==> src/rtl/mw_pkg.sv <==
package mw_pkg;
  typedef enum logic [2:0] {
    MW_IDLE,
    MW_LEAD,
    MW_CMD_LO,
    MW_CMD_HI,
    MW_DAT_LO,
    MW_DAT_HI,
    MW_GAP
  } mw_phase_t;

  localparam logic [2:0] MW_READ_OP = 3'b110;
endpackage

==> src/rtl/mw_half_tick.sv <==
module mw_half_tick #(
  parameter int HALF_DIV = 1250
) (
  input  logic clk,
  input  logic rst,
  input  logic clear,
  input  logic run,
  output logic tick
);
  localparam int CW = (HALF_DIV > 1) ? $clog2(HALF_DIV) : 1;
  localparam logic [CW-1:0] LAST = CW'(HALF_DIV - 1);

  logic [CW-1:0] cnt;

  always_ff @(posedge clk) begin
    if (rst || clear) begin
      cnt <= '0;
    end else if (run) begin
      if (cnt == LAST) cnt <= '0;
      else             cnt <= cnt + 1'b1;
    end
  end

  assign tick = run && (cnt == LAST);
endmodule

==> src/rtl/mw_cmd_shifter.sv <==
module mw_cmd_shifter
  import mw_pkg::*;
#(
  parameter int ADDR_LONG  = 8,
  parameter int ADDR_SHORT = 6
) (
  input  logic                 clk,
  input  logic                 rst,
  input  logic                 load,
  input  logic                 wide,
  input  logic [ADDR_LONG-1:0] addr,
  input  logic                 shift,
  output logic                 bit_o,
  output logic                 last_o
);
  localparam int FW   = 3 + ADDR_LONG;
  localparam int SW   = 3 + ADDR_SHORT;
  localparam int PAD  = ADDR_LONG - ADDR_SHORT;
  localparam int CNTW = $clog2(FW + 1);

  logic [FW-1:0]   frame;
  logic [CNTW-1:0] remain;

  always_ff @(posedge clk) begin
    if (rst) begin
      frame  <= '0;
      remain <= '0;
    end else if (load) begin
      if (wide) begin
        frame  <= {MW_READ_OP, addr};
        remain <= CNTW'(FW);
      end else begin
        frame  <= {MW_READ_OP, addr[ADDR_SHORT-1:0], {PAD{1'b0}}};
        remain <= CNTW'(SW);
      end
    end else if (shift) begin
      frame  <= {frame[FW-2:0], 1'b0};
      remain <= remain - 1'b1;
    end
  end

  assign bit_o  = frame[FW-1];
  assign last_o = (remain == CNTW'(1));
endmodule

==> src/rtl/mw_data_shifter.sv <==
module mw_data_shifter #(
  parameter int DATA_W = 16
) (
  input  logic              clk,
  input  logic              rst,
  input  logic              clear,
  input  logic              sample,
  input  logic              din,
  output logic [DATA_W-1:0] word
);
  always_ff @(posedge clk) begin
    if (rst || clear)  word <= '0;
    else if (sample)   word <= {word[DATA_W-2:0], din};
  end
endmodule

==> src/rtl/mw_eeprom_reader.sv <==
module mw_eeprom_reader
  import mw_pkg::*;
#(
  parameter int HALF_DIV   = 1250,
  parameter int DATA_W     = 16,
  parameter int ADDR_LONG  = 8,
  parameter int ADDR_SHORT = 6
) (
  input  logic                 clk,
  input  logic                 rst,
  input  logic                 start_i,
  input  logic [ADDR_LONG-1:0] addr_i,
  input  logic                 wide_i,
  output logic                 busy_o,
  output logic                 done_o,
  output logic [DATA_W-1:0]    word_o,
  output logic                 cs_o,
  output logic                 sk_o,
  output logic                 di_o,
  input  logic                 do_i
);
  localparam int DCW = $clog2(DATA_W);
  localparam logic [DCW-1:0] DLAST = DCW'(DATA_W - 1);

  mw_phase_t       phase;
  logic [DCW-1:0]  dcnt;
  logic            gap_half;
  logic            tick;
  logic            accept;
  logic            cmd_shift;
  logic            cmd_last;
  logic            dat_sample;
  logic [DATA_W-1:0] rx_word;

  assign accept     = (phase == MW_IDLE) && start_i;
  assign cmd_shift  = (phase == MW_CMD_HI) && tick;
  assign dat_sample = (phase == MW_DAT_HI) && tick;

  mw_half_tick #(.HALF_DIV(HALF_DIV)) u_tick (
    .clk   (clk),
    .rst   (rst),
    .clear (accept),
    .run   (busy_o),
    .tick  (tick)
  );

  mw_cmd_shifter #(.ADDR_LONG(ADDR_LONG), .ADDR_SHORT(ADDR_SHORT)) u_cmd (
    .clk    (clk),
    .rst    (rst),
    .load   (accept),
    .wide   (wide_i),
    .addr   (addr_i),
    .shift  (cmd_shift),
    .bit_o  (di_o),
    .last_o (cmd_last)
  );

  mw_data_shifter #(.DATA_W(DATA_W)) u_dat (
    .clk    (clk),
    .rst    (rst),
    .clear  (accept),
    .sample (dat_sample),
    .din    (do_i),
    .word   (rx_word)
  );

  always_ff @(posedge clk) begin
    if (rst) begin
      phase    <= MW_IDLE;
      busy_o   <= 1'b0;
      done_o   <= 1'b0;
      word_o   <= '0;
      cs_o     <= 1'b0;
      sk_o     <= 1'b0;
      dcnt     <= '0;
      gap_half <= 1'b0;
    end else begin
      done_o <= 1'b0;
      unique case (phase)
        MW_IDLE: begin
          if (start_i) begin
            phase    <= MW_LEAD;
            busy_o   <= 1'b1;
            cs_o     <= 1'b1;
            sk_o     <= 1'b0;
            dcnt     <= '0;
            gap_half <= 1'b0;
          end
        end
        MW_LEAD: begin
          if (tick) phase <= MW_CMD_LO;
        end
        MW_CMD_LO: begin
          if (tick) begin
            phase <= MW_CMD_HI;
            sk_o  <= 1'b1;
          end
        end
        MW_CMD_HI: begin
          if (tick) begin
            sk_o  <= 1'b0;
            phase <= cmd_last ? MW_DAT_LO : MW_CMD_LO;
          end
        end
        MW_DAT_LO: begin
          if (tick) begin
            phase <= MW_DAT_HI;
            sk_o  <= 1'b1;
          end
        end
        MW_DAT_HI: begin
          if (tick) begin
            sk_o <= 1'b0;
            dcnt <= dcnt + 1'b1;
            if (dcnt == DLAST) begin
              phase <= MW_GAP;
              cs_o  <= 1'b0;
            end else begin
              phase <= MW_DAT_LO;
            end
          end
        end
        MW_GAP: begin
          if (tick) begin
            if (gap_half) begin
              phase  <= MW_IDLE;
              busy_o <= 1'b0;
              done_o <= 1'b1;
              word_o <= rx_word;
            end else begin
              gap_half <= 1'b1;
            end
          end
        end
        default: phase <= MW_IDLE;
      endcase
    end
  end
endmodule

==> config.mk <==
export PLATFORM = sky130hd
export DESIGN_NAME = mw_eeprom_reader
export DESIGN_NICKNAME = d
export VERILOG_FILES = /design/src/rtl/mw_pkg.sv /design/src/rtl/mw_half_tick.sv /design/src/rtl/mw_cmd_shifter.sv /design/src/rtl/mw_data_shifter.sv /design/src/rtl/mw_eeprom_reader.sv
export SDC_FILE = /design/constraint.sdc
export NUM_CORES = 1
export LEC_CHECK = 0
export BUFFER_PORTS_ARGS = -buffer_cell sky130_fd_sc_hd__clkbuf_2
export CAP_MARGIN = 20
export CORE_MARGIN = 4
export CORE_UTILIZATION = 25
export CTS_CLUSTER_DIAMETER = 200
export DETAILED_ROUTE_END_ITERATION = 7
export GPL_ROUTABILITY_DRIVEN = 0
export PLACE_DENSITY = 0.48
export SKIP_CTS_REPAIR_TIMING = 1
export SLEW_MARGIN = 20
export SYNTH_ARGS = -nofsm -noshare
export SYNTH_HDL_FRONTEND = slang
export SYNTH_SLANG_ARGS = --single-unit
export TNS_END_PERCENT = 100
==> constraint.sdc <==
create_clock -name clk -period 2.63 [get_ports clk]
set_input_delay 0.263 -clock clk [delete_from_list [all_inputs] [get_ports clk]]
set_output_delay 0.263 -clock clk [all_outputs]
set_load 0.1 [all_outputs]
## After elaboration in Yosys (flattened, before gate mapping)

Cells that the tools add are included.

| storage, ports and cells | value |
|---|---|
| flip-flop bits (word level) | 70 |
| input bits | 13 |
| output and inout bits | 21 |
| logic and storage cells | 91 |

| cells by class | value |
|---|---|
| $add $sub $neg | 3 |
| equality and inequality tests | 20 |
| mux-type cells | 34 |
| bitwise gates (word level) | 2 |
| reductions and logical operators | 20 |

Operator list:

| operator | number |
|---|---|
| $mux 11 | 3 |
| $mux 3 | 9 |
| $pmux 3 s7 | 1 |
| $mux 4 | 4 |
| $ne 2x2->1 const B | 8 |
| $reduce_and 4->1 | 3 |
| $add 11x1->11 const B | 1 |
| $eq 11x11->1 const B | 1 |
| $eq 3x3->1 const B | 3 |
| $mux 1 | 9 |
| $reduce_and 3->1 | 3 |
| $mux 8 | 1 |
| $pmux 4 s2 | 1 |
| $reduce_and 8->1 | 1 |
| $eq 3x2->1 const B | 2 |
| $ne 2x1->1 const B | 3 |
| $pmux 1 s2 | 3 |
| $reduce_bool 2->1 | 3 |
| $add 4x1->4 const B | 1 |
| $eq 4x1->1 const B | 1 |
| $eq 4x4->1 const B | 1 |
| $logic_and 1x1->1 | 4 |
| $mux 2 | 2 |
| $reduce_or 2->1 | 2 |
| 8 further kinds | 9 |

## Logic depth before layout (Yosys ltp)

| logic depth | value |
|---|---|
| depth in word-level cells | 5 |
| mapped depth | 8 |
| mapped depth without buffers | 6 |

## Modules after synthesis

A second synthesis with hierarchy kept.

| second synthesis, totals | value |
|---|---|
| cell total of the unflattened synthesis | 335 |
| area, all modules | 3106.7 um^2 |

Modules (own cells, without submodules):

| module | instances | cells an instance | area an instance (um^2) | seq. area each (um^2) |
|---|---|---|---|---|
| mw_eeprom_reader | 1 | 145 | 1214.9 | 560.5 |
| mw_cmd_shifter | 1 | 77 | 753.2 | 300.3 |
| mw_data_shifter | 1 | 53 | 581.8 | 320.3 |
| mw_half_tick | 1 | 60 | 556.8 | 220.2 |

## Least setup slack after synthesis

OpenSTA, ideal clock, no wires.

| timing | value |
|---|---|
| path kind | reg2reg |
| start point | register busy_o |
| end point | register word_o[10] |
| setup time | 128 ps |
| arrival time | 2417 ps |
| required time | 2502 ps |
| slack | 85 ps |
| cell stages (with the launch flop) | 7 |
| path buffers | 2 |
| clock period less this slack | 2545 ps |
| path through | dfxtp_1 > buf_2 > nand4_1 > nor4_4 > buf_6 > mux2i_1 > nor2_1 |

| on the way | value |
|---|---|
| word-level cells in the longest chain between the ends | 2 |

RTL lines:

| what | line | source |
|---|---|---|
| from (decl) | mw_eeprom_reader.sv:14 | `output logic busy_o,` |
| from (signal assigned) | mw_eeprom_reader.sv:70 | `busy_o <= 1'b0;` |
| from (signal assigned) | mw_eeprom_reader.sv:83 | `busy_o <= 1'b1;` |
| from (signal assigned) | mw_eeprom_reader.sv:127 | `busy_o <= 1'b0;` |
| $logic_and 1x1->1 | mw_half_tick.sv:24 | `assign tick = run && (cnt == LAST);` |
| $reduce_and 3->1 (no line) | - |  |
| to (signal assigned) | mw_eeprom_reader.sv:129 | `word_o <= rx_word;` |
| to (decl) | mw_eeprom_reader.sv:16 | `output logic [DATA_W-1:0] word_o,` |

Every way passes these cells.
A chain may end at the register's enable or synchronous reset.

## Worst setup path after layout

| timing | value |
|---|---|
| start point | register u_tick.cnt[1] |
| end point | register u_tick.cnt[1] |

| on the way | value |
|---|---|
| word-level cells in the longest chain between the ends | 2 |
| elaborated cells between the ends (all ways) | 3 |
| those cells by class | add/sub (1); eq/ne (1); mux (1) |

RTL lines:

| what | line | source |
|---|---|---|
| from (decl) | mw_half_tick.sv:13 | `logic [CW-1:0] cnt;` |
| from (signal assigned) | mw_half_tick.sv:20 | `else cnt <= cnt + 1'b1;` |
| $add 11x1->11 / $eq 11x11->1 (equally long branches) | mw_half_tick.sv:20, mw_half_tick.sv:19 |  |
| $mux 11 * | mw_half_tick.sv:19 | `if (cnt == LAST) cnt <= '0;` |

Every way passes the cells marked *; elsewhere a longest branch is shown, timed or not.

==> impl_summary.log <==
[metrics] result of the run: completed
[metrics] leading register cell type out of synthesis: dfxtp_1
[metrics] fraction of power spent switching nets: 26.0%
[metrics] maximum clock frequency: 485 MHz
[metrics] largest clock skew in the final design: 5.29 ps
[metrics] I/O pin count: 34
[metrics] maximum capacitance violations: 0
[metrics] number of flops mapped to enable cells by yosys: 0
[metrics] fraction of the yosys area taken by sequential cells: a little under half
[metrics] tightest slew margin relative to the limit: 55.5%
[metrics] number of instances in the synthesized netlist: 354
[metrics] vias in the first global route: 2353
[metrics] Yosys top cell by area: dfxtp_1
[metrics] most instantiated cells after synthesis: dfxtp_1 (70), nand2_1 (62), nor2_1 (31)
[metrics] number of warnings printed during yosys synthesis: 0
[metrics] diode insertion count for antenna repair: 0
[metrics] final hold violation count: 0
[metrics] count of final setup violators: 0
[metrics] mean instance size in the synthesized netlist: 8.61 um2
[metrics] R2R Path Start: u_tick.cnt[1]$_SDFFE_PP0P_
[metrics] synth unique cells: 45
[metrics] CTS tree: yes
[metrics] area inside the core boundary: 12000 um2
[metrics] end point of the worst hold path: u_dat.word[0]$_SDFFE_PP0P_
[metrics] Worst Tran Pin Value: roughly 670 ps
[metrics] type of the setup path with the least slack: flip-flop to flip-flop
[metrics] period utilisation layout: 78.3%
[metrics] total wire length: approximately 6500 um
[metrics] destination of the worst register-to-register timing path: u_tick.cnt[1]$_SDFFE_PP0P_
[metrics] layout overhead on the synthesized area: 19.7%
[metrics] setup slack of the worst register-to-register path: 570 ps
[metrics] Clock Power Share: 44.6%
[metrics] die outline height: 118 um
[metrics] RSZ-0062 raised after global routing: false
[metrics] post-detailed-route via-to-cell ratio: between 4 and 5
[metrics] part of the total power dissipated in combinational logic: 12.1%
[metrics] area of the die: 14000 um2
[metrics] Req. time, crit path: roughly 2900 ps
[metrics] DR iter-0 viols: 86
[metrics] critical path startpoint category: flip-flop
[metrics] maximum number of pins on one net before global-route repair: 34
[metrics] most numerous cell in the Yosys netlist: dfxtp_1
[metrics] starting density of the core: between 20% and 30%
[metrics] synthesized net count: approximately 370
[metrics] # port buffers: 33
[metrics] grt total ovfl: 0
[metrics] sequential power share: 43.3%
[metrics] residual DRC count: 0
[metrics] largest vdd supply drop: 0.258 mV
[metrics] number of instances on the worst hold path: 3
[metrics] clk slew on worst S/H paths: 50 ps
[metrics] largest cells by area after synthesis: dfxtp_1 (46%), nand2_1 (7.6%), mux2i_1 (5.9%)
[metrics] router iterations before antenna repair: 4
[metrics] async set-reset flop share out of synthesis: 0%
[metrics] post-synthesis sequential element count: 70
[metrics] DP HPWL: 4490 um
[metrics] number of buffers inserted during clock tree synthesis: 9
[metrics] reported leakage power: 1.28 nW
[metrics] pwr dens: 731 nW/um2
[metrics] post-layout total power: 2.67 mW
[metrics] post-synthesis instance area: 3050 um2
[metrics] post-DR wirelength/cell: 12.2 um
[metrics] number of H-tree branching levels: 3
[metrics] horizontal extent of the die: roughly 120 um
[metrics] number of cell rows: 40
[metrics] top fanout value on the critical path: 11
[metrics] arrival time of data at the critical path endpoint: 2290 ps
[metrics] Slew Limit Fails: 0
[metrics] wire length of the first global-routing pass: 11300 um
[metrics] GRT Total Usage: 9.61%
[metrics] area share of the largest cell type after synthesis: 46.0%
[metrics] total number of vias: between 2000 and 2500
[metrics] net load switching power: 0.694 mW
[metrics] Max clock buf depth: 2
[metrics] shortest period the worst path allows: 2060 ps
[metrics] internal power contribution: 1.97 mW
[metrics] Hold Crit Start: do_i
[metrics] ratio of cells with drive above 1 in the final layout: 16.8%
[metrics] clk sinks: 70
[metrics] clock root buffer master: clkbuf_16
[metrics] nets@finish: approximately 400
[metrics] element type at the critical path end: flip-flop
[metrics] initial antenna violation count: 0
[metrics] type of the worst min-delay path: input port to flip-flop
[metrics] clock latency reported for the late side of the worst-skew pair: between 300 and 400 ps
[metrics] R2R depth: 6
[metrics] Routed Antenna Nets: 0
[metrics] total negative setup slack: 0 ps
[flip-flops by register name, summed over array words and instances, names as in the netlist]
register,count
u_dat.word,16
word_o,16
u_cmd.frame,11
u_tick.cnt,11
dcnt,4
u_cmd.remain,4
phase,3
busy_o,1
cs_o,1
done_o,1
gap_half,1
sk_o,1
[power by group through the flow]
stage,clock [mW],combinational [mW],sequential [mW]
after CTS,1.23,0.326,1.15
final,1.19,0.322,1.15
after global routing,1.27,0.357,1.16
after global placement,0,0.324,1.18
after detailed placement,0,0.323,1.18
after floorplan,0,0.211,1.21
[metrics by stage]
stage	setup WS (ps)	util (%)	std cells	hold WS, ps	area [um2]
6_report	570	30.5	534	174	3650
5_1_grt	341	30.5	534	183	3650
4_1_cts	547	30.5	534	163	3650
3_5_place_dp	570	28.0	519	455	3350
3_3_place_gp	588	28.0	519	448	3350
2_1_floorplan	85.1	-	354	399	3050
[cell type report]
| class | count | area (um2) |
|---|---|---|
| repair buffers | 40 | 218 |
| fillers | 1285 | 8310 |
| well taps | 147 | 184 |
| flip-flops and latches | 70 | 1400 |
| clock buffers | 10 | 239 |
| multi-input cells | 252 | 1510 |
| clock inverters | 5 | 58.8 |
| inverters | 10 | 37.5 |
[worst max-delay path by stage]
stage / from / to / slack (ps) / cells after the start
after floorplan: busy_o$_SDFFE_PP0P_ / word_o[10]$_SDFFE_PP0P_ / 90 / 6
after global placement: u_tick.cnt[1]$_SDFFE_PP0P_ / u_tick.cnt[1]$_SDFFE_PP0P_ / 590 / 6
after detailed placement: u_tick.cnt[1]$_SDFFE_PP0P_ / u_tick.cnt[1]$_SDFFE_PP0P_ / 570 / 6
after CTS: u_tick.cnt[1]$_SDFFE_PP0P_ / u_tick.cnt[1]$_SDFFE_PP0P_ / 550 / 6
after global routing: u_tick.cnt[1]$_SDFFE_PP0P_ / u_tick.cnt[1]$_SDFFE_PP0P_ / 340 / 6
final: u_tick.cnt[1]$_SDFFE_PP0P_ / u_tick.cnt[1]$_SDFFE_PP0P_ / 570 / 6
[cells by family after synthesis]
| logic type | share of synthesized area (%) |
|---|---|
| simple gates | 23.6 |
| flops | 46.0 |
| compound gates | 12.4 |
| xor+xnor | 3.45 |
| fa+ha+maj | 2.05 |
| mux | 8.12 |
| buf+inv | 4.43 |
[metal layers]
metal	GRT usage [%]	part of all wire, %	up-vias
met5	0	0	-
met4	3.69	1.0	0
met3	2.73	3.5	4
met2	14.9	44	34
met1	12.7	51	1127
li1	-	-	1294
[cells in the final DEF, fill, tap and decap left out, types with 2 or more instances in the layout]
cell type	count
o21ai_0	11
buf_4	7
xnor2_1	8
nand4_1	6
clkbuf_16	9
inv_1	9
nand2_1	62
nand3b_1	4
nor2_1	31
and4_1	2
mux2i_1	18
xor2_1	4
clkinvlp_4	2
ha_1	5
o31ai_1	2
and3b_1	2
clkbuf_2	33
a21oi_1	26
or3_1	6
o21a_1	2
dfxtp_1	70
nor4_1	6
mux2_2	6
a211oi_1	2
nand3_1	13
a21o_1	2
a31oi_1	13
nor3_1	5
[worst max-delay path, cell delays in order, from the launching register on]
cell      delay, ps
dfxtp_1         370
inv_1            60
ha_1            180
and4_1          250
nand3_1         370
nand3_1         430
a211oi_1        320
No activity file was read; power rests on OpenSTA's default activity.
